`config.mk`:
```
export PLATFORM = sky130hd
export DESIGN_NAME = mmio_wr_lock
export DESIGN_NICKNAME = d
export VERILOG_FILES = /design/src/rtl/mwl_pkg.sv /design/src/rtl/mwl_decode.sv /design/src/rtl/mwl_lock_ctrl.sv /design/src/rtl/mwl_scratch_bank.sv /design/src/rtl/mmio_wr_lock.sv
export SDC_FILE = /design/constraint.sdc
export NUM_CORES = 1
export LEC_CHECK = 0
export BUFFER_PORTS_ARGS = -buffer_cell sky130_fd_sc_hd__buf_2
export CAP_MARGIN = 30
export CORE_MARGIN = 5
export CORE_UTILIZATION = 47
export DETAILED_ROUTE_END_ITERATION = 8
export PLACE_DENSITY_LB_ADDON = 0.12
export SYNTH_ARGS = -nofsm -noshare
export SYNTH_HDL_FRONTEND = slang
export SYNTH_SLANG_ARGS = --single-unit
```
`constraint.sdc`:
```
create_clock -name clk -period 2.3 [get_ports clk]
set_input_delay 0.345 -clock clk [delete_from_list [all_inputs] [get_ports clk]]
set_output_delay 0.345 -clock clk [all_outputs]
set_load 0.05 [all_outputs]
```
`src/rtl/mwl_pkg.sv`:
```
package mwl_pkg;

    localparam logic [31:0] MWL_KEY = 32'hC5AC_CE55;

    typedef enum logic [1:0] {
        TGT_NONE = 2'd0,
        TGT_LAR  = 2'd1,
        TGT_LSR  = 2'd2,
        TGT_REG  = 2'd3
    } tgt_e;

    typedef struct packed {
        logic        ready;
        logic        err;
        logic [31:0] rdata;
    } resp_t;

    typedef struct packed {
        logic locked;
    } lock_st_t;

endpackage

```
`src/rtl/mwl_decode.sv`:
```
module mwl_decode #(
    parameter int          ADDR_W     = 12,
    parameter int          NUM_REGS   = 4,
    parameter logic [11:0] LAR_OFFSET = 12'hFB0,
    parameter logic [11:0] LSR_OFFSET = 12'hFB4,
    localparam int         IDX_W      = (NUM_REGS > 1) ? $clog2(NUM_REGS) : 1
) (
    input  logic [ADDR_W-1:0] addr,
    output mwl_pkg::tgt_e     tgt,
    output logic [IDX_W-1:0]  idx
);
    import mwl_pkg::*;

    localparam int WORD_W = ADDR_W - 2;
    localparam logic [WORD_W-1:0] REG_LIMIT = WORD_W'(NUM_REGS);

    logic [WORD_W-1:0] word;

    always_comb begin
        word = addr[ADDR_W-1:2];
        idx  = IDX_W'(word);
        if (addr == ADDR_W'(LAR_OFFSET)) begin
            tgt = TGT_LAR;
        end else if (addr == ADDR_W'(LSR_OFFSET)) begin
            tgt = TGT_LSR;
        end else if (addr[1:0] == 2'b00 && word < REG_LIMIT) begin
            tgt = TGT_REG;
        end else begin
            tgt = TGT_NONE;
        end
    end

endmodule

```
`src/rtl/mwl_lock_ctrl.sv`:
```
module mwl_lock_ctrl #(
    parameter bit          LOCK_IMPL = 1'b1,
    parameter logic [31:0] KEY       = mwl_pkg::MWL_KEY
) (
    input  logic        clk,
    input  logic        rst_n,
    input  logic        lar_wr,
    input  logic [31:0] wdata,
    output logic        locked
);
    import mwl_pkg::*;

    generate
        if (LOCK_IMPL) begin : g_lock
            lock_st_t st_d, st_q;

            always_comb begin
                st_d = st_q;
                if (lar_wr) begin
                    st_d.locked = (wdata != KEY);
                end
            end

            always_ff @(posedge clk or negedge rst_n) begin
                if (!rst_n) begin
                    st_q.locked <= 1'b1;
                end else begin
                    st_q <= st_d;
                end
            end

            assign locked = st_q.locked;
        end else begin : g_nolock
            logic unused_in;
            assign unused_in = lar_wr ^ (^wdata) ^ clk ^ rst_n;
            assign locked    = 1'b0;
        end
    endgenerate

endmodule

```
`src/rtl/mwl_scratch_bank.sv`:
```
module mwl_scratch_bank #(
    parameter int  NUM_REGS = 4,
    parameter int  DATA_W   = 32,
    localparam int IDX_W    = (NUM_REGS > 1) ? $clog2(NUM_REGS) : 1
) (
    input  logic                             clk,
    input  logic                             rst_n,
    input  logic                             wr_en,
    input  logic [IDX_W-1:0]                 wr_idx,
    input  logic [DATA_W-1:0]                wdata,
    output logic [NUM_REGS-1:0][DATA_W-1:0]  regs
);
    logic [NUM_REGS-1:0][DATA_W-1:0] regs_d, regs_q;

    generate
        for (genvar i = 0; i < NUM_REGS; i++) begin : g_reg
            always_comb begin
                regs_d[i] = regs_q[i];
                if (wr_en && wr_idx == IDX_W'(i)) begin
                    regs_d[i] = wdata;
                end
            end

            always_ff @(posedge clk or negedge rst_n) begin
                if (!rst_n) begin
                    regs_q[i] <= '0;
                end else begin
                    regs_q[i] <= regs_d[i];
                end
            end
        end
    endgenerate

    assign regs = regs_q;

endmodule

```
`src/rtl/mmio_wr_lock.sv`:
```
module mmio_wr_lock #(
    parameter int          ADDR_W       = 12,
    parameter int          NUM_REGS     = 4,
    parameter bit          LOCK_IMPL    = 1'b1,
    parameter bit          PWR_DOMAIN   = 1'b1,
    parameter logic [31:0] KEY          = mwl_pkg::MWL_KEY,
    parameter logic [11:0] LAR_OFFSET   = 12'hFB0,
    parameter logic [11:0] LSR_OFFSET   = 12'hFB4,
    localparam int         DATA_W       = 32,
    localparam int         IDX_W        = (NUM_REGS > 1) ? $clog2(NUM_REGS) : 1
) (
    input  logic              clk,
    input  logic              rst_n,
    input  logic              core_pwr_ok,
    input  logic [ADDR_W-1:0] bus_addr,
    input  logic [31:0]       bus_wdata,
    input  logic              bus_we,
    input  logic              bus_re,
    output logic [31:0]       bus_rdata,
    output logic              bus_ready,
    output logic              bus_err
);
    import mwl_pkg::*;

    tgt_e                            tgt;
    logic [IDX_W-1:0]                idx;
    logic                            locked;
    logic                            pwr_fault;
    logic                            lar_wr;
    logic                            reg_wr;
    logic [NUM_REGS-1:0][DATA_W-1:0] regs;
    resp_t                           resp_d, resp_q;

    mwl_decode #(
        .ADDR_W     (ADDR_W),
        .NUM_REGS   (NUM_REGS),
        .LAR_OFFSET (LAR_OFFSET),
        .LSR_OFFSET (LSR_OFFSET)
    ) u_decode (
        .addr (bus_addr),
        .tgt  (tgt),
        .idx  (idx)
    );

    mwl_lock_ctrl #(
        .LOCK_IMPL (LOCK_IMPL),
        .KEY       (KEY)
    ) u_lock (
        .clk    (clk),
        .rst_n  (rst_n),
        .lar_wr (lar_wr),
        .wdata  (bus_wdata),
        .locked (locked)
    );

    mwl_scratch_bank #(
        .NUM_REGS (NUM_REGS),
        .DATA_W   (DATA_W)
    ) u_bank (
        .clk    (clk),
        .rst_n  (rst_n),
        .wr_en  (reg_wr),
        .wr_idx (idx),
        .wdata  (bus_wdata),
        .regs   (regs)
    );

    always_comb begin
        pwr_fault = PWR_DOMAIN && !core_pwr_ok;
        lar_wr    = bus_we && (tgt == TGT_LAR) && !pwr_fault;
        reg_wr    = bus_we && (tgt == TGT_REG) && !locked;

        resp_d       = '0;
        resp_d.ready = bus_we || bus_re;
        resp_d.err   = (bus_we || bus_re) && (tgt == TGT_LAR) && pwr_fault;
        if (bus_re && !bus_we && !resp_d.err) begin
            case (tgt)
                TGT_LSR: resp_d.rdata = {30'd0, locked, LOCK_IMPL};
                TGT_REG: resp_d.rdata = regs[idx];
                default: resp_d.rdata = '0;
            endcase
        end
    end

    always_ff @(posedge clk or negedge rst_n) begin
        if (!rst_n) begin
            resp_q <= '0;
        end else begin
            resp_q <= resp_d;
        end
    end

    assign bus_ready = resp_q.ready;
    assign bus_err   = resp_q.err;
    assign bus_rdata = resp_q.rdata;

endmodule

```
==> Yosys cells after proc, flatten, opt, wreduce, memory -nomap -nowiden <==
Cells that the tools add are included.
{ "totals": {"reg_bits": 163, "in_bits": 49, "out_inout_bits": 34, "word_cells": 46} }
{ "classes": {"n_lt_le_gt_ge": 2, "n_eq_ne": 9, "n_mux": 7, "reduce_logical": 20} }
{ "op_table": {"columns": ["op", "n"], "rows": [
  ["$bmux 32 s2", 1],
  ["$mux 32", 2],
  ["$pmux 32 s2", 1],
  ["$ne 32x32->1 const B", 1],
  ["$eq 12x12->1 const B", 2],
  ["$logic_and 1x1->1", 13],
  ["$lt 10x3->1 const B", 1],
  ["$eq 2x2->1 const B", 4],
  ["$mux 2", 3],
  ["$eq 2x1->1 const B", 2],
  ["$logic_not 1->1", 4],
  ["$logic_not 2->1", 2],
  ["$lt 2x3->1 const B", 1],
  ["$logic_or 1x1->1", 1]
]} }

==> Depth between registers and ports, before layout <==
Gate-level depths: netlist (run 1).
{ "depth": {"ltp_word": 11, "depth_mapped": 6, "ltp_nobuf": 4} }

==> Cells and area by module <==
From an unflattened synthesis (run 1), not the netlist that was laid out.
{ "unflattened": {"cells_unflattened": 419, "area_unflattened_um2": 6900.4} }
{ "by_module_without_submodules": {"columns": ["mod", "n_inst", "cells_per_inst", "area_each_um2", "seq_area_each_um2"], "rows": [
  ["mwl_scratch_bank", 1, 272, 4744.6, 3203.1],
  ["mmio_wr_lock", 1, 120, 1920.6, 850.8],
  ["mwl_lock_ctrl", 1, 14, 150.1, 26.3],
  ["mwl_decode", 1, 13, 85.1, 0.0]
]} }

==> Least setup slack after synthesis (run 1) <==
No wires, ideal clock.
{ "synth_timing": {"path_kind": "in2reg", "from": "in bus_addr[11]", "to": "reg u_bank.regs_q (netlist bit u_bank.regs[10])", "setup_time_ns": 0.125, "arrival_time_ns": 2.165, "required_time_ns": 2.175, "path_slack_ns": 0.010, "cell_stages": 6, "path_buffers": 2, "path_cell_list": "or4_1 > or3b_1 > or3_1 > buf_2 > buf_6 > mux2_4"} }
{ "synth_between": {"elab_chain_cells": 9, "elab_cells_between_ends": 11, "classes_between": "order compare: 1; eq/ne: 3; mux: 3; reduce/logical: 4"} }
{ "synth_lines": {"columns": ["element", "line", "rtl"], "rows": [
  ["start: declaration", "mmio_wr_lock.sv:15", "input logic [ADDR_W-1:0] bus_addr,"],
  ["$lt 10x3->1", "mwl_decode.sv:26", "end else if (addr[1:0] == 2'b00 && word < REG_LIMIT) begin"],
  ["$logic_and 1x1->1", "mwl_decode.sv:26", null],
  ["$mux 2", "mwl_decode.sv:26", null],
  ["$mux 2", "mwl_decode.sv:24", "end else if (addr == ADDR_W'(LSR_OFFSET)) begin"],
  ["$mux 2 (*)", "mwl_decode.sv:22", "if (addr == ADDR_W'(LAR_OFFSET)) begin"],
  ["$eq 2x2->1 (*)", "mmio_wr_lock.sv:71", "reg_wr = bus_we && (tgt == TGT_REG) && !locked;"],
  ["$logic_and 1x1->1 (*) (2 in a row)", "mmio_wr_lock.sv:71", null],
  ["$logic_and 1x1->1 (*)", "mwl_scratch_bank.sv:19", "if (wr_en && wr_idx == IDX_W'(i)) begin"],
  ["end signal: indexed assignment", "mwl_scratch_bank.sv:28", "regs_q[i] <= regs_d[i];"],
  ["end: declaration", "mwl_scratch_bank.sv:13", "logic [NUM_REGS-1:0][DATA_W-1:0] regs_d, regs_q;"]
]} }
Every way passes the cells marked *; elsewhere a longest branch is shown, timed or not.
A chain may end at the register's enable or synchronous reset.

==> Final worst setup path (run 1) <==
{ "layout_timing": {"from": "in bus_addr[11]", "to": "reg u_bank.regs_q (netlist bit u_bank.regs[29])"} }
Same word-level chain as after synthesis.

==> flow_summary.html, run 1 <==
<table>
<tr><th>Metric</th><th>Value</th></tr>
<tr><th colspan="2">Logic synthesis</th></tr>
<tr><td>Synthesized cell area</td><td>about 6900 sq um</td></tr>
<tr><td>Number of synthesis warnings</td><td>0</td></tr>
<tr><td>Cell type with the highest aggregate area in the netlist</td><td>dfrtp_1</td></tr>
<tr><td>Cells after synthesis</td><td>417</td></tr>
<tr><td>Portion of synthesized cell area occupied by the leading cell type</td><td>58.5%</td></tr>
<tr><td>Post-synthesis net count</td><td>~470</td></tr>
<tr><td>Part of the Yosys area used for sequential elements</td><td>58.9%</td></tr>
<tr><td>Post-synth top cells</td><td>dfrtp_1 (162), mux2_2 (96), mux4_2 (32), nor2b_1 (32), mux2_4 (30)</td></tr>
<tr><td>Share of synthesized registers carrying an async set or reset</td><td>100%</td></tr>
<tr><td>Count of flip-flops with a built-in enable after synthesis</td><td>0</td></tr>
<tr><td>Top_reg_cell synth</td><td>dfrtp_1</td></tr>
<tr><td>Most frequent cell after synthesis</td><td>dfrtp_1</td></tr>
<tr><td>Flip-flop and latch count after synthesis</td><td>approximately 160</td></tr>
<tr><td>Syn_area_per_cell</td><td>between 15 and 20 sq um</td></tr>
<tr><td>Number of distinct library cell variants in the gate-level netlist after synthesis</td><td>31</td></tr>
<tr><td>Largest cells by area after synthesis</td><td>dfrtp_1 (58%), mux2_2 (16%), mux4_2 (10%)</td></tr>
<tr><th colspan="2">Routing</th></tr>
<tr><td>Vias</td><td>slightly below 4,000</td></tr>
<tr><td>Antenna Violating Nets Remaining</td><td>0</td></tr>
<tr><td>Wire per inst</td><td>around 21 um</td></tr>
<tr><td>Via density per instance</td><td>roughly 5.5</td></tr>
<tr><td>Overall routed net length</td><td>roughly 15,000 um</td></tr>
<tr><td>Violation count after the first detailed-routing iteration</td><td>around 140</td></tr>
<tr><td>TritonRoute pass-1 iters</td><td>4</td></tr>
<tr><td>Post-detailed-route DRC marker count</td><td>0</td></tr>
<tr><th colspan="2">Timing</th></tr>
<tr><td>Final worst-path setup slack</td><td>0.214 ns</td></tr>
<tr><td>Final clock period utilization by the worst path</td><td>roughly 90%</td></tr>
<tr><td>Setup repair after global routing missed its margin</td><td>false</td></tr>
<tr><td>Slew HR</td><td>64.0%</td></tr>
<tr><td>Final min period</td><td>between 2 and 2.5 ns</td></tr>
<tr><td>Worst Tran Pin Value</td><td>about 0.54 ns</td></tr>
<tr><td>Slew Limit Fails</td><td>0</td></tr>
<tr><td>Number of endpoints with negative hold slack in the final report</td><td>0</td></tr>
<tr><td>Clock Skews</td><td>roughly 0.0085 ns</td></tr>
<tr><td>Final number of setup-violating endpoints</td><td>0</td></tr>
<tr><td>Highest clock rate</td><td>around 480 MHz</td></tr>
<tr><th colspan="2">Global route</th></tr>
<tr><td>Met3 track utilization from global routing</td><td>under 10%</td></tr>
<tr><td>First-pass GRT wire length</td><td>about 24,000 um</td></tr>
<tr><td>Total grt overflow</td><td>0</td></tr>
<tr><td>Met2 track demand over resource in global routing</td><td>between 20% and 30%</td></tr>
<tr><td>GR Layer Usage met1</td><td>about a quarter</td></tr>
<tr><td>Initial antenna violation count</td><td>3</td></tr>
<tr><td>Most Used Layer, Global Route</td><td>met2</td></tr>
<tr><td>Maximum number of pins on one net before global-route repair</td><td>58</td></tr>
<tr><td>Vias in the first global route</td><td>roughly 4,300</td></tr>
<tr><td>Total GRT Usage</td><td>a little under a fifth</td></tr>
<tr><th colspan="2">Floorplanning</th></tr>
<tr><td>Die area</td><td>17,300 sq um</td></tr>
<tr><td>Placeable core region</td><td>14,500 sq um</td></tr>
<tr><td>Initial standard-cell utilization of the core</td><td>a little under half</td></tr>
<tr><td>Die Ht</td><td>around 130 um</td></tr>
<tr><td>Count of standard-cell rows</td><td>44</td></tr>
<tr><td>I/O pin count</td><td>83</td></tr>
<tr><td>Die span in x</td><td>~130 um</td></tr>
<tr><th colspan="2">Setup path</th></tr>
<tr><td>Worst setup EP type</td><td>flop</td></tr>
<tr><td>Largest fanout on the critical path</td><td>17</td></tr>
<tr><td>Category of the worst setup path launch point</td><td>input pin</td></tr>
<tr><td>Arrival @ worst endpoint</td><td>around 2.4 ns</td></tr>
<tr><td>Worst path max stage delay</td><td>0.53 ns</td></tr>
<tr><td>Required time of the worst setup path</td><td>about 2.6 ns</td></tr>
<tr><td>Series of cell instances along the critical path</td><td>buf_2 -&gt; or4_1 -&gt; or3b_1 -&gt; or3_2 -&gt; buf_12 -&gt; mux2_4</td></tr>
<tr><td>Category of the most critical setup path</td><td>input pin to flop</td></tr>
<tr><td>Slowest stage cell, crit path</td><td>or4_1</td></tr>
<tr><th colspan="2">Layout</th></tr>
<tr><td>Final antenna diode count</td><td>0</td></tr>
<tr><td>Area Growth Syn to Fin</td><td>20.1%</td></tr>
<tr><td>Net count reported at finish</td><td>about 570</td></tr>
<tr><td>Fraction of layout instances using a drive strength above 1</td><td>~55%</td></tr>
<tr><td>Number of inserted filler cells in the final layout</td><td>roughly 1,200</td></tr>
<tr><td>Share of the core filled with cells</td><td>a little under three fifths</td></tr>
<tr><td>Non-Filler Instances</td><td>710</td></tr>
<tr><th colspan="2">Clocking</th></tr>
<tr><td>Number of levels the H-tree was split into</td><td>4</td></tr>
<tr><td>Cell at the root of the clock tree</td><td>clkbuf_16</td></tr>
<tr><td>Later-pin clock latency in the skew report</td><td>0.42 ns</td></tr>
<tr><td>CTS Buffer Depth</td><td>2</td></tr>
<tr><td>Clock tree from TritonCTS</td><td>built</td></tr>
<tr><td>Count of buffers added by post-CTS timing repair for setup</td><td>0</td></tr>
<tr><td>CTS clock-pin slew for the worst setup and hold paths</td><td>about 0.06 ns</td></tr>
<tr><td>Quantity of hold-fixing buffers added after cts</td><td>1</td></tr>
<tr><td>Number of buffers inserted during clock tree synthesis</td><td>17</td></tr>
<tr><td>Clock tree sinks</td><td>roughly 160</td></tr>
<tr><td>Number of instances resized during post-cts repair</td><td>0</td></tr>
<tr><th colspan="2">Placed design</th></tr>
<tr><td>Input/output buffers</td><td>a little over 80</td></tr>
<tr><td>Dpl ws</td><td>-0.218 ns</td></tr>
<tr><td>Number of cells after detailed placement</td><td>between 600 and 700</td></tr>
<tr><td>Detailed placement HPWL</td><td>approximately 9600 um</td></tr>
<tr><td>Final weighted congestion of routability-driven global placement</td><td>0.740</td></tr>
<tr><th colspan="2">Power</th></tr>
<tr><td>Power density over the cells</td><td>about 730 nW/um^2</td></tr>
<tr><td>Static leakage</td><td>roughly 0.0042 uW</td></tr>
<tr><td>Total net switching power</td><td>1230 uW</td></tr>
<tr><td>Cell-internal power</td><td>just under 5000 uW</td></tr>
<tr><td>Combinational power share</td><td>4.0%</td></tr>
<tr><td>Relative contribution of sequential cells to total power</td><td>between 40% and 50%</td></tr>
<tr><td>Switching Share</td><td>approximately a fifth</td></tr>
<tr><td>Clk network pwr share</td><td>between 40% and 50%</td></tr>
<tr><td>Peak VDD IR</td><td>550 uV</td></tr>
<tr><th colspan="2">Worst hold path</th></tr>
<tr><td>Hold Crit Class</td><td>input pin to flop</td></tr>
<tr><th colspan="2">Job</th></tr>
<tr><td>Max-Cap Viols</td><td>0</td></tr>
<tr><th colspan="2">Run status</th></tr>
<tr><td>Run status</td><td>finished clean</td></tr>
</table>
==> path summary, 6_finish.rpt <==
| path | slack [ns] | cells past startpoint | startpoint | to |
|---|---|---|---|---|
| max in group asynchronous | 1.12 | 3 | rst_n | u_lock.locked |
| min in group asynchronous | 0.45 | 2 | rst_n | bus_rdata[29] |
| min reg2reg | 0.50 | 1 | u_bank.regs[95] | u_bank.regs[95] |
| max | 0.21 | 6 | bus_addr[11] | u_bank.regs[29] |
| min | 0.13 | 2 | core_pwr_ok | u_lock.locked |
| max reg2reg | 0.23 | 5 | u_lock.locked | u_bank.regs[29] |
==> cells by family after synthesis <==
kind of cell	share of synthesized area (%)
buffers and inverters	1.86
AO/OA/AOI/OAI	0.397
AND/OR/NAND/NOR	6.05
multiplexers	32.8
flip-flops	58.9
==> layout by cell type, fill, tap and decap left out, types with 3 or more instances in the layout <==
cell,count
nor4bb_1,4
bufinv_16,4
nor2b_1,32
buf_12,7
mux4_2,32
nand4_1,6
clkbuf_8,3
clkbuf_16,17
buf_2,81
nor3_1,3
buf_4,14
nor4_1,3
dfrtp_1,162
mux2_4,30
mux2_2,96
nor2_1,3
clkbuf_1,4
==> power by group through the flow <==
stage               sequential (uW)  combinational [uW]  clock [uW]
floorplan                      2940                75.6           0
global placement               2940                 246           0
detailed placement             2940                 252           0
CTS                            2880                 254        3020
global route                   2880                 275        3150
finish                         2880                 245        2950
==> state kept, by name, summed over array words and instances (netlist names) <==
name and count:
bus_err 1, bus_rdata 32, bus_ready 1, u_bank.regs 128
u_lock.locked 1
==> critical path: cells and delay by family <==
family,cells,cell delay (ns)
mux,1,0.30
simple gates,3,1.42
buf+inv,2,0.31
==> metrics by stage <==
step | TNS (ns) | total power (uW) | hold slack [ns] | instance area [sq um]
3_3_place_gp | -9.93 | 3180 | 0.332 | 7700
2_1_floorplan | 0 | 3010 | 0.0494 | 6930
6_report | 0 | 6080 | 0.132 | 8320
4_1_cts | 0 | 6160 | 0.117 | 8320
3_5_place_dp | -11.27 | 3190 | 0.340 | 7700
5_1_grt | 0 | 6310 | 0.142 | 8320
==> layer usage <==
layer	vias up	share of wire (%)
li1	1728	-
met2	82	50
met3	18	4.7
met1	2049	44
met4	6	1.4
met5	-	0.19
==> final cells by class <==
cell class	count	area, sq um	share of cell area [%]
multi-input cells	229	2730	32.8
inverters	1	3.75	0.0451
flip-flops and latches	163	4080	49.0
clock inverters	5	125	1.50
well taps	184	230	2.77
clock buffers	24	482	5.79
repair buffers	104	672	8.07
Power figures use the tool's default switching activity.
==> inputs of run 2 (changes only) <==
- CORE_MARGIN: 5 -> default
==> run 2 against run 1 <==
Clock skew shrank 0.0010 ns. Largest power group is now sequential cells. Via count grew 0.70%. Routed wire length shrank 1.0%. Combinational power grew 2%. Sequential share of layout area grew 0.059 points. Cell count grew 0.56%.
==> flow_summary.html, run 2 (synthesis gave the netlist of run 1 again) <==
<table>
<tr><th>Metric</th><th>Value</th></tr>
<tr><th colspan="2">Setup path</th></tr>
<tr><td>Category of the worst setup path launch point</td><td>input pin</td></tr>
<tr><td>Worst setup EP type</td><td>flop</td></tr>
<tr><td>Arrival @ worst endpoint</td><td>2.40 ns (about the same)</td></tr>
<tr><td>Crit path from</td><td>bus_addr[11]</td></tr>
<tr><td>Required time of the worst setup path</td><td>2.60 ns (about the same)</td></tr>
<tr><td>Category of the most critical setup path</td><td>input pin to flop</td></tr>
<tr><td>Largest fanout on the critical path</td><td>10 (-7)</td></tr>
<tr><td>R2R Path Start</td><td>u_lock.locked</td></tr>
<tr><td>Number of cells traversed by the worst register-to-register path</td><td>5 (unchanged)</td></tr>
<tr><th colspan="2">Timing</th></tr>
<tr><td>Clock Skews</td><td>0.00751 ns (-0.00101 ns)</td></tr>
<tr><td>Setup repair after global routing missed its margin</td><td>false</td></tr>
<tr><td>Slew Limit Fails</td><td>0 (unchanged)</td></tr>
<tr><td>Final clock period utilization by the worst path</td><td>91.2% (+0.48 points)</td></tr>
<tr><td>Final min period</td><td>2.10 ns (+0.0110 ns)</td></tr>
<tr><td>Slew HR</td><td>60.6% (-3.4 points)</td></tr>
<tr><td>Worst Tran Pin Value</td><td>0.590 ns (+0.0511 ns)</td></tr>
<tr><td>Final number of setup-violating endpoints</td><td>0 (unchanged)</td></tr>
<tr><td>Number of endpoints with negative hold slack in the final report</td><td>0 (unchanged)</td></tr>
<tr><td>Highest clock rate</td><td>477 MHz (-0.53%)</td></tr>
<tr><th colspan="2">Routing</th></tr>
<tr><td>Vias</td><td>3,910 (+0.70%)</td></tr>
<tr><td>TritonRoute pass-1 iters</td><td>4 (unchanged)</td></tr>
<tr><td>Wire per inst</td><td>20.3 um (-1.6%)</td></tr>
<tr><td>Overall routed net length</td><td>14,500 um (-1.0%)</td></tr>
<tr><td>Post-detailed-route DRC marker count</td><td>0 (unchanged)</td></tr>
<tr><td>Antenna Violating Nets Remaining</td><td>0 (unchanged)</td></tr>
<tr><td>Violation count after the first detailed-routing iteration</td><td>177 (+25%)</td></tr>
<tr><td>Via density per instance</td><td>5.48 (+0.13%)</td></tr>
<tr><th colspan="2">Floorplanning</th></tr>
<tr><td>Placeable core region</td><td>14,500 sq um (unchanged)</td></tr>
<tr><td>I/O pin count</td><td>83 (unchanged)</td></tr>
<tr><td>Initial standard-cell utilization of the core</td><td>47.9% (unchanged)</td></tr>
<tr><td>Die span in x</td><td>123 um (-6.1%)</td></tr>
<tr><td>Die Ht</td><td>123 um (-6.1%)</td></tr>
<tr><td>Die area</td><td>15,200 sq um (-12%)</td></tr>
<tr><td>Count of standard-cell rows</td><td>44 (unchanged)</td></tr>
<tr><th colspan="2">Clocking</th></tr>
<tr><td>Number of instances resized during post-cts repair</td><td>0 (unchanged)</td></tr>
<tr><td>Count of buffers added by post-CTS timing repair for setup</td><td>0 (unchanged)</td></tr>
<tr><td>Clock tree sinks</td><td>163 (unchanged)</td></tr>
<tr><td>CTS clock-pin slew for the worst setup and hold paths</td><td>0.06 ns (about the same)</td></tr>
<tr><td>CTS Buffer Depth</td><td>2 (unchanged)</td></tr>
<tr><td>Number of levels the H-tree was split into</td><td>4 (unchanged)</td></tr>
<tr><td>Clock tree from TritonCTS</td><td>built</td></tr>
<tr><td>Later-pin clock latency in the skew report</td><td>0.42 ns (about the same)</td></tr>
<tr><td>Cell at the root of the clock tree</td><td>clkbuf_16</td></tr>
<tr><td>Number of buffers inserted during clock tree synthesis</td><td>17 (unchanged)</td></tr>
<tr><th colspan="2">Placed design</th></tr>
<tr><td>Final weighted congestion of routability-driven global placement</td><td>0.758 (+2.4%)</td></tr>
<tr><td>Placed Area</td><td>7730 sq um (+0.36%)</td></tr>
<tr><td>Detailed placement HPWL</td><td>9270 um (-3.8%)</td></tr>
<tr><td>Input/output buffers</td><td>82 (unchanged)</td></tr>
<tr><td>Number of cells after detailed placement</td><td>682 (+0.29%)</td></tr>
<tr><th colspan="2">Global route</th></tr>
<tr><td>Total grt overflow</td><td>0 (unchanged)</td></tr>
<tr><td>Total GRT Usage</td><td>20.9% (+2.8 points)</td></tr>
<tr><td>Initial antenna violation count</td><td>1 (-2)</td></tr>
<tr><td>First-pass GRT wire length</td><td>23,000 um (-4.7%)</td></tr>
<tr><td>Maximum number of pins on one net before global-route repair</td><td>62 (+6.9%)</td></tr>
<tr><td>Vias in the first global route</td><td>4,281 (-0.21%)</td></tr>
<tr><th colspan="2">Layout</th></tr>
<tr><td>Final antenna diode count</td><td>0 (unchanged)</td></tr>
<tr><td>Commonest cells after routing, fill and taps aside</td><td>dfrtp_1 (162), mux2_2 (96), buf_2 (81)</td></tr>
<tr><td>Number of inserted filler cells in the final layout</td><td>1,170 (+1.2%)</td></tr>
<tr><td>Fraction of layout instances using a drive strength above 1</td><td>55.3% (+0.15 points)</td></tr>
<tr><td>Area Growth Syn to Fin</td><td>19.9%</td></tr>
<tr><td>Net count reported at finish</td><td>567 (+0.35%)</td></tr>
<tr><td>Leading cell type in the layout, fill and taps excluded</td><td>dfrtp_1</td></tr>
<tr><td>Design area</td><td>8310 sq um (-0.12%)</td></tr>
<tr><td>Non-Filler Instances</td><td>714 (+0.56%)</td></tr>
<tr><td>Number of flip-flops in the largest register</td><td>128 (unchanged)</td></tr>
<tr><th colspan="2">Job</th></tr>
<tr><td>Max-Cap Viols</td><td>0 (unchanged)</td></tr>
<tr><th colspan="2">Power</th></tr>
<tr><td>Peak VDD IR</td><td>540 uV (-1.9%)</td></tr>
<tr><td>Static leakage</td><td>0.00423 uW (about the same)</td></tr>
<tr><td>Power density over the cells</td><td>703 nW/um^2 (-3.8%)</td></tr>
<tr><th colspan="2">Worst hold path</th></tr>
<tr><td>Worst min-delay path startpoint</td><td>core_pwr_ok</td></tr>
<tr><td>Hold Crit Class</td><td>input pin to flop</td></tr>
<tr><td>Worst Hold Depth</td><td>2 (unchanged)</td></tr>
<tr><th colspan="2">Run status</th></tr>
<tr><td>Run status</td><td>finished clean</td></tr>
</table>
-- run 2: changes by cell type in the layout (fill, tap and decap cells not counted) --
cell / previous run / this run
bufinv_16: 4 / 1
clkbuf_8: 3 / 6
buf_12: 7 / 8
buf_4: 14 / 15
clkbuf_1: 4 / 5
clkinvlp_4: 0 / 1
-- run 2: stage by stage --
step	hold WS, ns	worst slack [ns]	TNS (ns)	utilization [%]	power [uW]
after floorplan	0.0494	0.0103	0	-	3010
after global placement	0.363	-0.220	-11.62	53.4	3190
after detailed placement	0.372	-0.224	-11.66	53.4	3190
after CTS	0.116	0.194	0	57.4	5920
after global routing	0.140	0.148	0	57.4	6070
final	0.147	0.203	0	57.4	5840
-- run 2: routing by layer --
metal / global-route usage (%) / wire [um] / share of wire, % / vias up
li1: - / - / - / 1744
met1: 27.3 / 6500 / 45 / 2063
met2: 34.1 / 7280 / 50 / 89
met3: 4.84 / 559 / 3.8 / 14
met4: 7.61 / 179 / 1.2 / 0
met5: 0 / 0 / 0 / -
-- run 2: area by class of cell --
| class | count | area (sq um) | share of cell area, % |
|---|---|---|---|
| clock buffers | 28 | 527 | 6.34 |
| repair buffers | 106 | 699 | 8.41 |
| inverters | 1 | 3.75 | 0.0452 |
| flip-flops and latches | 163 | 4080 | 49.1 |
| clock inverters | 3 | 42.5 | 0.512 |
| well taps | 184 | 230 | 2.77 |
| multi-input cells | 229 | 2730 | 32.8 |
-- run 2: final timing paths --
path                                    to  slack, ns
max                         u_bank.regs[3]       0.20
min                          u_lock.locked       0.15
max reg2reg                 u_bank.regs[3]       0.21
min reg2reg                u_bank.regs[68]       0.50
max in group asynchronous          bus_err       1.03
min in group asynchronous    bus_rdata[24]       0.48
-- run 2: where the power goes --
| part | switching (uW) | total, uW | internal, uW |
|---|---|---|---|
| clock | 1050 | 2710 | 1660 |
| combinational | 157 | 250 | 93.0 |
| sequential | 5.76 | 2890 | 2880 |
| total | 1210 | 5840 | 4630 |
-- run 2: worst max-delay path, stage by stage --
cell    delay [ns]
buf_2         0.10
or4_1         0.54
or3b_1        0.40
or3_2         0.47
buf_4         0.22
mux2_4        0.31
-- run 2: repair_timing --
action | CTS | global route
hold buffers | 1 | 0
hold endpoints to repair | 58 | 0
setup endpoints to repair | 0 | 0
==> inputs of run 3 (changes only) <==
==> constraint.sdc (replaced) <==
create_clock -name clk -period 2.3 [get_ports clk]
set_input_delay 0.46 -clock clk [delete_from_list [all_inputs] [get_ports clk]]
set_output_delay 0.46 -clock clk [all_outputs]
set_load 0.05 [all_outputs]
==> run 3 against run 2 <==
Total power down 2.9%. Sequential share of layout area up 0.33 points. Design area down 0.66%. Via count down 0.59%. Critical path type unchanged. Critical endpoint is now u_bank.regs[19]. Largest cell class unchanged.
==> flow_summary.html, run 3 (synthesis gave the netlist of run 1 again) <==
<table>
<tr><th>Metric</th><th>Value</th></tr>
<tr><th colspan="2">Routing</th></tr>
<tr><td>Violation count after the first detailed-routing iteration</td><td>138 (-22%)</td></tr>
<tr><td>Wire per inst</td><td>19.8 um (-2.5%)</td></tr>
<tr><td>Antenna Violating Nets Remaining</td><td>0 (unchanged)</td></tr>
<tr><td>Via density per instance</td><td>5.43 (-0.87%)</td></tr>
<tr><td>Post-detailed-route DRC marker count</td><td>0 (unchanged)</td></tr>
<tr><td>Vias</td><td>3,887 (-0.59%)</td></tr>
<tr><td>TritonRoute pass-1 iters</td><td>4 (unchanged)</td></tr>
<tr><td>Overall routed net length</td><td>14,200 um (-2.3%)</td></tr>
<tr><th colspan="2">Layout</th></tr>
<tr><td>Area Growth Syn to Fin</td><td>19.1%</td></tr>
<tr><td>Design area</td><td>8260 sq um (-0.66%)</td></tr>
<tr><td>Leading cell type in the layout, fill and taps excluded</td><td>dfrtp_1</td></tr>
<tr><td>Final antenna diode count</td><td>0 (unchanged)</td></tr>
<tr><td>Number of inserted filler cells in the final layout</td><td>1,177 (+0.60%)</td></tr>
<tr><td>Fraction of layout instances using a drive strength above 1</td><td>55.5% (+0.17 points)</td></tr>
<tr><td>Area taken by multi-input logic gates</td><td>2730 sq um (+0.14%)</td></tr>
<tr><td>Net count reported at finish</td><td>568 (+0.18%)</td></tr>
<tr><td>Number of flip-flops in the largest register</td><td>128 (unchanged)</td></tr>
<tr><td>Non-Filler Instances</td><td>716 (+0.28%)</td></tr>
<tr><td>Commonest cells after routing, fill and taps aside</td><td>dfrtp_1 (162), mux2_2 (96), buf_2 (81)</td></tr>
<tr><td>Seq. cell area</td><td>4080 sq um (unchanged)</td></tr>
<tr><th colspan="2">Timing</th></tr>
<tr><td>Final clock period utilization by the worst path</td><td>95.0% (+3.8 points)</td></tr>
<tr><td>Setup repair after global routing missed its margin</td><td>false</td></tr>
<tr><td>Highest clock rate</td><td>458 MHz (-4.0%)</td></tr>
<tr><td>Slew HR</td><td>63.2% (+2.5 points)</td></tr>
<tr><td>Final number of setup-violating endpoints</td><td>0 (unchanged)</td></tr>
<tr><td>Worst Tran Pin Value</td><td>0.552 ns (-0.0381 ns)</td></tr>
<tr><td>Number of endpoints with negative hold slack in the final report</td><td>0 (unchanged)</td></tr>
<tr><td>Final min period</td><td>2.18 ns (+0.0871 ns)</td></tr>
<tr><td>Slew Limit Fails</td><td>0 (unchanged)</td></tr>
<tr><td>Clock Skews</td><td>0.00580 ns (-0.00172 ns)</td></tr>
<tr><td>Final Hold Slack</td><td>0.255 ns (+0.108 ns)</td></tr>
<tr><th colspan="2">Power</th></tr>
<tr><td>Relative contribution of sequential cells to total power</td><td>50.8% (+1.4 points)</td></tr>
<tr><td>Peak VDD IR</td><td>519 uV (-4.0%)</td></tr>
<tr><td>Power density over the cells</td><td>687 nW/um^2 (-2.3%)</td></tr>
<tr><td>Switching Share</td><td>21.4% (+0.65 points)</td></tr>
<tr><td>Total net switching power</td><td>1220 uW (+0.12%)</td></tr>
<tr><td>Static leakage</td><td>0.00421 uW (-0.40%)</td></tr>
<tr><td>Cell-internal power</td><td>4460 uW (-3.7%)</td></tr>
<tr><td>Clk network pwr share</td><td>44.8% (-1.6 points)</td></tr>
<tr><td>Combinational power share</td><td>4.3% (about the same)</td></tr>
<tr><th colspan="2">Setup path</th></tr>
<tr><td>Required time of the worst setup path</td><td>2.60 ns (about the same)</td></tr>
<tr><td>Number of cells traversed by the worst register-to-register path</td><td>6 (+1)</td></tr>
<tr><td>Series of cell instances along the critical path</td><td>buf_2 -&gt; or4_4 -&gt; or3b_1 -&gt; or3_2 -&gt; buf_12 -&gt; mux2_4</td></tr>
<tr><td>Slack of the worst reg-to-reg path</td><td>0.17 ns (-0.04 ns)</td></tr>
<tr><td>Category of the most critical setup path</td><td>input pin to flop</td></tr>
<tr><td>R2R Path Start</td><td>u_lock.locked</td></tr>
<tr><td>Largest fanout on the critical path</td><td>26 (+16)</td></tr>
<tr><td>Worst path max stage delay</td><td>0.53 ns (about the same)</td></tr>
<tr><td>Worst setup EP type</td><td>flop</td></tr>
<tr><td>Arrival @ worst endpoint</td><td>2.48 ns (+0.08 ns)</td></tr>
<tr><td>Slowest stage cell, crit path</td><td>or4_4</td></tr>
<tr><td>Category of the worst setup path launch point</td><td>input pin</td></tr>
<tr><td>Endpoint of the lowest-slack register-to-register path</td><td>u_bank.regs[19]</td></tr>
<tr><th colspan="2">Clocking</th></tr>
<tr><td>Number of buffers inserted during clock tree synthesis</td><td>17 (unchanged)</td></tr>
<tr><td>Number of levels the H-tree was split into</td><td>4 (unchanged)</td></tr>
<tr><td>CTS clock-pin slew for the worst setup and hold paths</td><td>0.06 ns (about the same)</td></tr>
<tr><td>Clock tree from TritonCTS</td><td>built</td></tr>
<tr><td>Later-pin clock latency in the skew report</td><td>0.42 ns (about the same)</td></tr>
<tr><td>CTS Buffer Depth</td><td>2 (unchanged)</td></tr>
<tr><td>Clock tree sinks</td><td>163 (unchanged)</td></tr>
<tr><td>Count of buffers added by post-CTS timing repair for setup</td><td>0 (unchanged)</td></tr>
<tr><td>Number of instances resized during post-cts repair</td><td>0 (unchanged)</td></tr>
<tr><td>Cell at the root of the clock tree</td><td>clkbuf_16</td></tr>
<tr><th colspan="2">Job</th></tr>
<tr><td>Max-Cap Viols</td><td>0 (unchanged)</td></tr>
<tr><th colspan="2">Placed design</th></tr>
<tr><td>Final weighted congestion of routability-driven global placement</td><td>0.748 (-1.4%)</td></tr>
<tr><td>Detailed placement HPWL</td><td>9160 um (-1.1%)</td></tr>
<tr><td>Number of cells after detailed placement</td><td>683 (+0.15%)</td></tr>
<tr><td>Placed Area</td><td>7720 sq um (-0.18%)</td></tr>
<tr><td>Input/output buffers</td><td>82 (unchanged)</td></tr>
<tr><th colspan="2">Floorplanning</th></tr>
<tr><td>I/O pin count</td><td>83 (unchanged)</td></tr>
<tr><td>Die Ht</td><td>123 um (unchanged)</td></tr>
<tr><td>Placeable core region</td><td>14,500 sq um (unchanged)</td></tr>
<tr><td>Initial standard-cell utilization of the core</td><td>47.9% (unchanged)</td></tr>
<tr><td>Count of standard-cell rows</td><td>44 (unchanged)</td></tr>
<tr><td>Die area</td><td>15,200 sq um (unchanged)</td></tr>
<tr><td>Die span in x</td><td>123 um (unchanged)</td></tr>
<tr><th colspan="2">Global route</th></tr>
<tr><td>First-pass GRT wire length</td><td>23,000 um (+0.24%)</td></tr>
<tr><td>Initial antenna violation count</td><td>0 (-1)</td></tr>
<tr><td>Maximum number of pins on one net before global-route repair</td><td>57 (-8.1%)</td></tr>
<tr><td>Total grt overflow</td><td>0 (unchanged)</td></tr>
<tr><td>Vias in the first global route</td><td>4,247 (-0.79%)</td></tr>
<tr><td>Total GRT Usage</td><td>20.8% (-0.068 points)</td></tr>
<tr><th colspan="2">Worst hold path</th></tr>
<tr><td>Worst hold path endpoint</td><td>u_lock.locked</td></tr>
<tr><td>Worst Hold Depth</td><td>2 (unchanged)</td></tr>
<tr><td>Hold Crit Class</td><td>input pin to flop</td></tr>
<tr><td>Worst min-delay path startpoint</td><td>core_pwr_ok</td></tr>
<tr><th colspan="2">Run status</th></tr>
<tr><td>Run status</td><td>finished clean</td></tr>
</table>
run 3: cell count changes in the layout (fill, tap and decap cells not counted), sizes merged:
| cell | previous run | this run |
|---|---|---|
| clkbuf | 28 | 27 |
| bufinv | 1 | 0 |
| clkinvlp | 1 | 0 |
| clkinv | 1 | 5 |
| buf | 105 | 106 |
run 3: worst max-delay path by stage:
| stage | start | to | slack, ns | cells after the start |
|---|---|---|---|---|
| after floorplan | bus_addr[11] | u_bank.regs[10] | -0.07 | 6 |
| after global placement | bus_addr[11] | u_bank.regs[16] | -0.29 | 6 |
| after detailed placement | bus_addr[11] | u_bank.regs[13] | -0.32 | 6 |
| after CTS | bus_addr[11] | u_bank.regs[22] | 0.13 | 6 |
| after global routing | bus_addr[11] | u_bank.regs[20] | 0.09 | 6 |
| final | bus_addr[11] | u_bank.regs[19] | 0.12 | 6 |
run 3: final cells by class:
class                      instances  share of cell area (%)
tap                              184                    2.79
multi-input combinational        229                    33.1
inverter                           1                  0.0455
clock buffer                      27                    6.09
clock inverter                     5                   0.303
sequential                       163                    49.4
timing repair buffer             107                    8.26
run 3: routing by layer:
metal	wire [um]	track usage [%]	vias to the layer above
met2	7330	35.7	61
met1	6230	25.7	2067
met4	178	6.63	0
li1	-	-	1745
met3	464	5.44	14
met5	0	0	-
run 3: worst max-delay path: cells and delay by family:
kind,cells,cell delay (ns)
multiplexers,1,0.32
AND/OR/NAND/NOR,3,1.38
buffers and inverters,2,0.33
run 3: repair_timing:
item | CTS | global route
hold buffers | 1 | 0
endpoints found under the hold margin | 33 | 0
endpoints found under the setup margin | 0 | 0
run 3: stage by stage:
stage	TNS, ns	worst slack (ns)	util [%]	power (uW)
finish	0	0.116	57.0	5670
global route	0	0.0900	57.0	5880
CTS	0	0.127	57.0	5750
detailed placement	-21.42	-0.320	53.3	3190
global placement	-18.82	-0.293	53.3	3180
floorplan	-2.03	-0.0678	-	3010
run 3: power by group through the flow:
| stage | logic (uW) | registers [uW] | clock network [uW] |
|---|---|---|---|
| 2_1_floorplan | 76.0 | 2940 | 0 |
| 3_5_place_dp | 253 | 2940 | 0 |
| 3_3_place_gp | 247 | 2940 | 0 |
| 4_1_cts | 255 | 2880 | 2610 |
| 5_1_grt | 274 | 2880 | 2730 |
| 6_report | 246 | 2880 | 2540 |
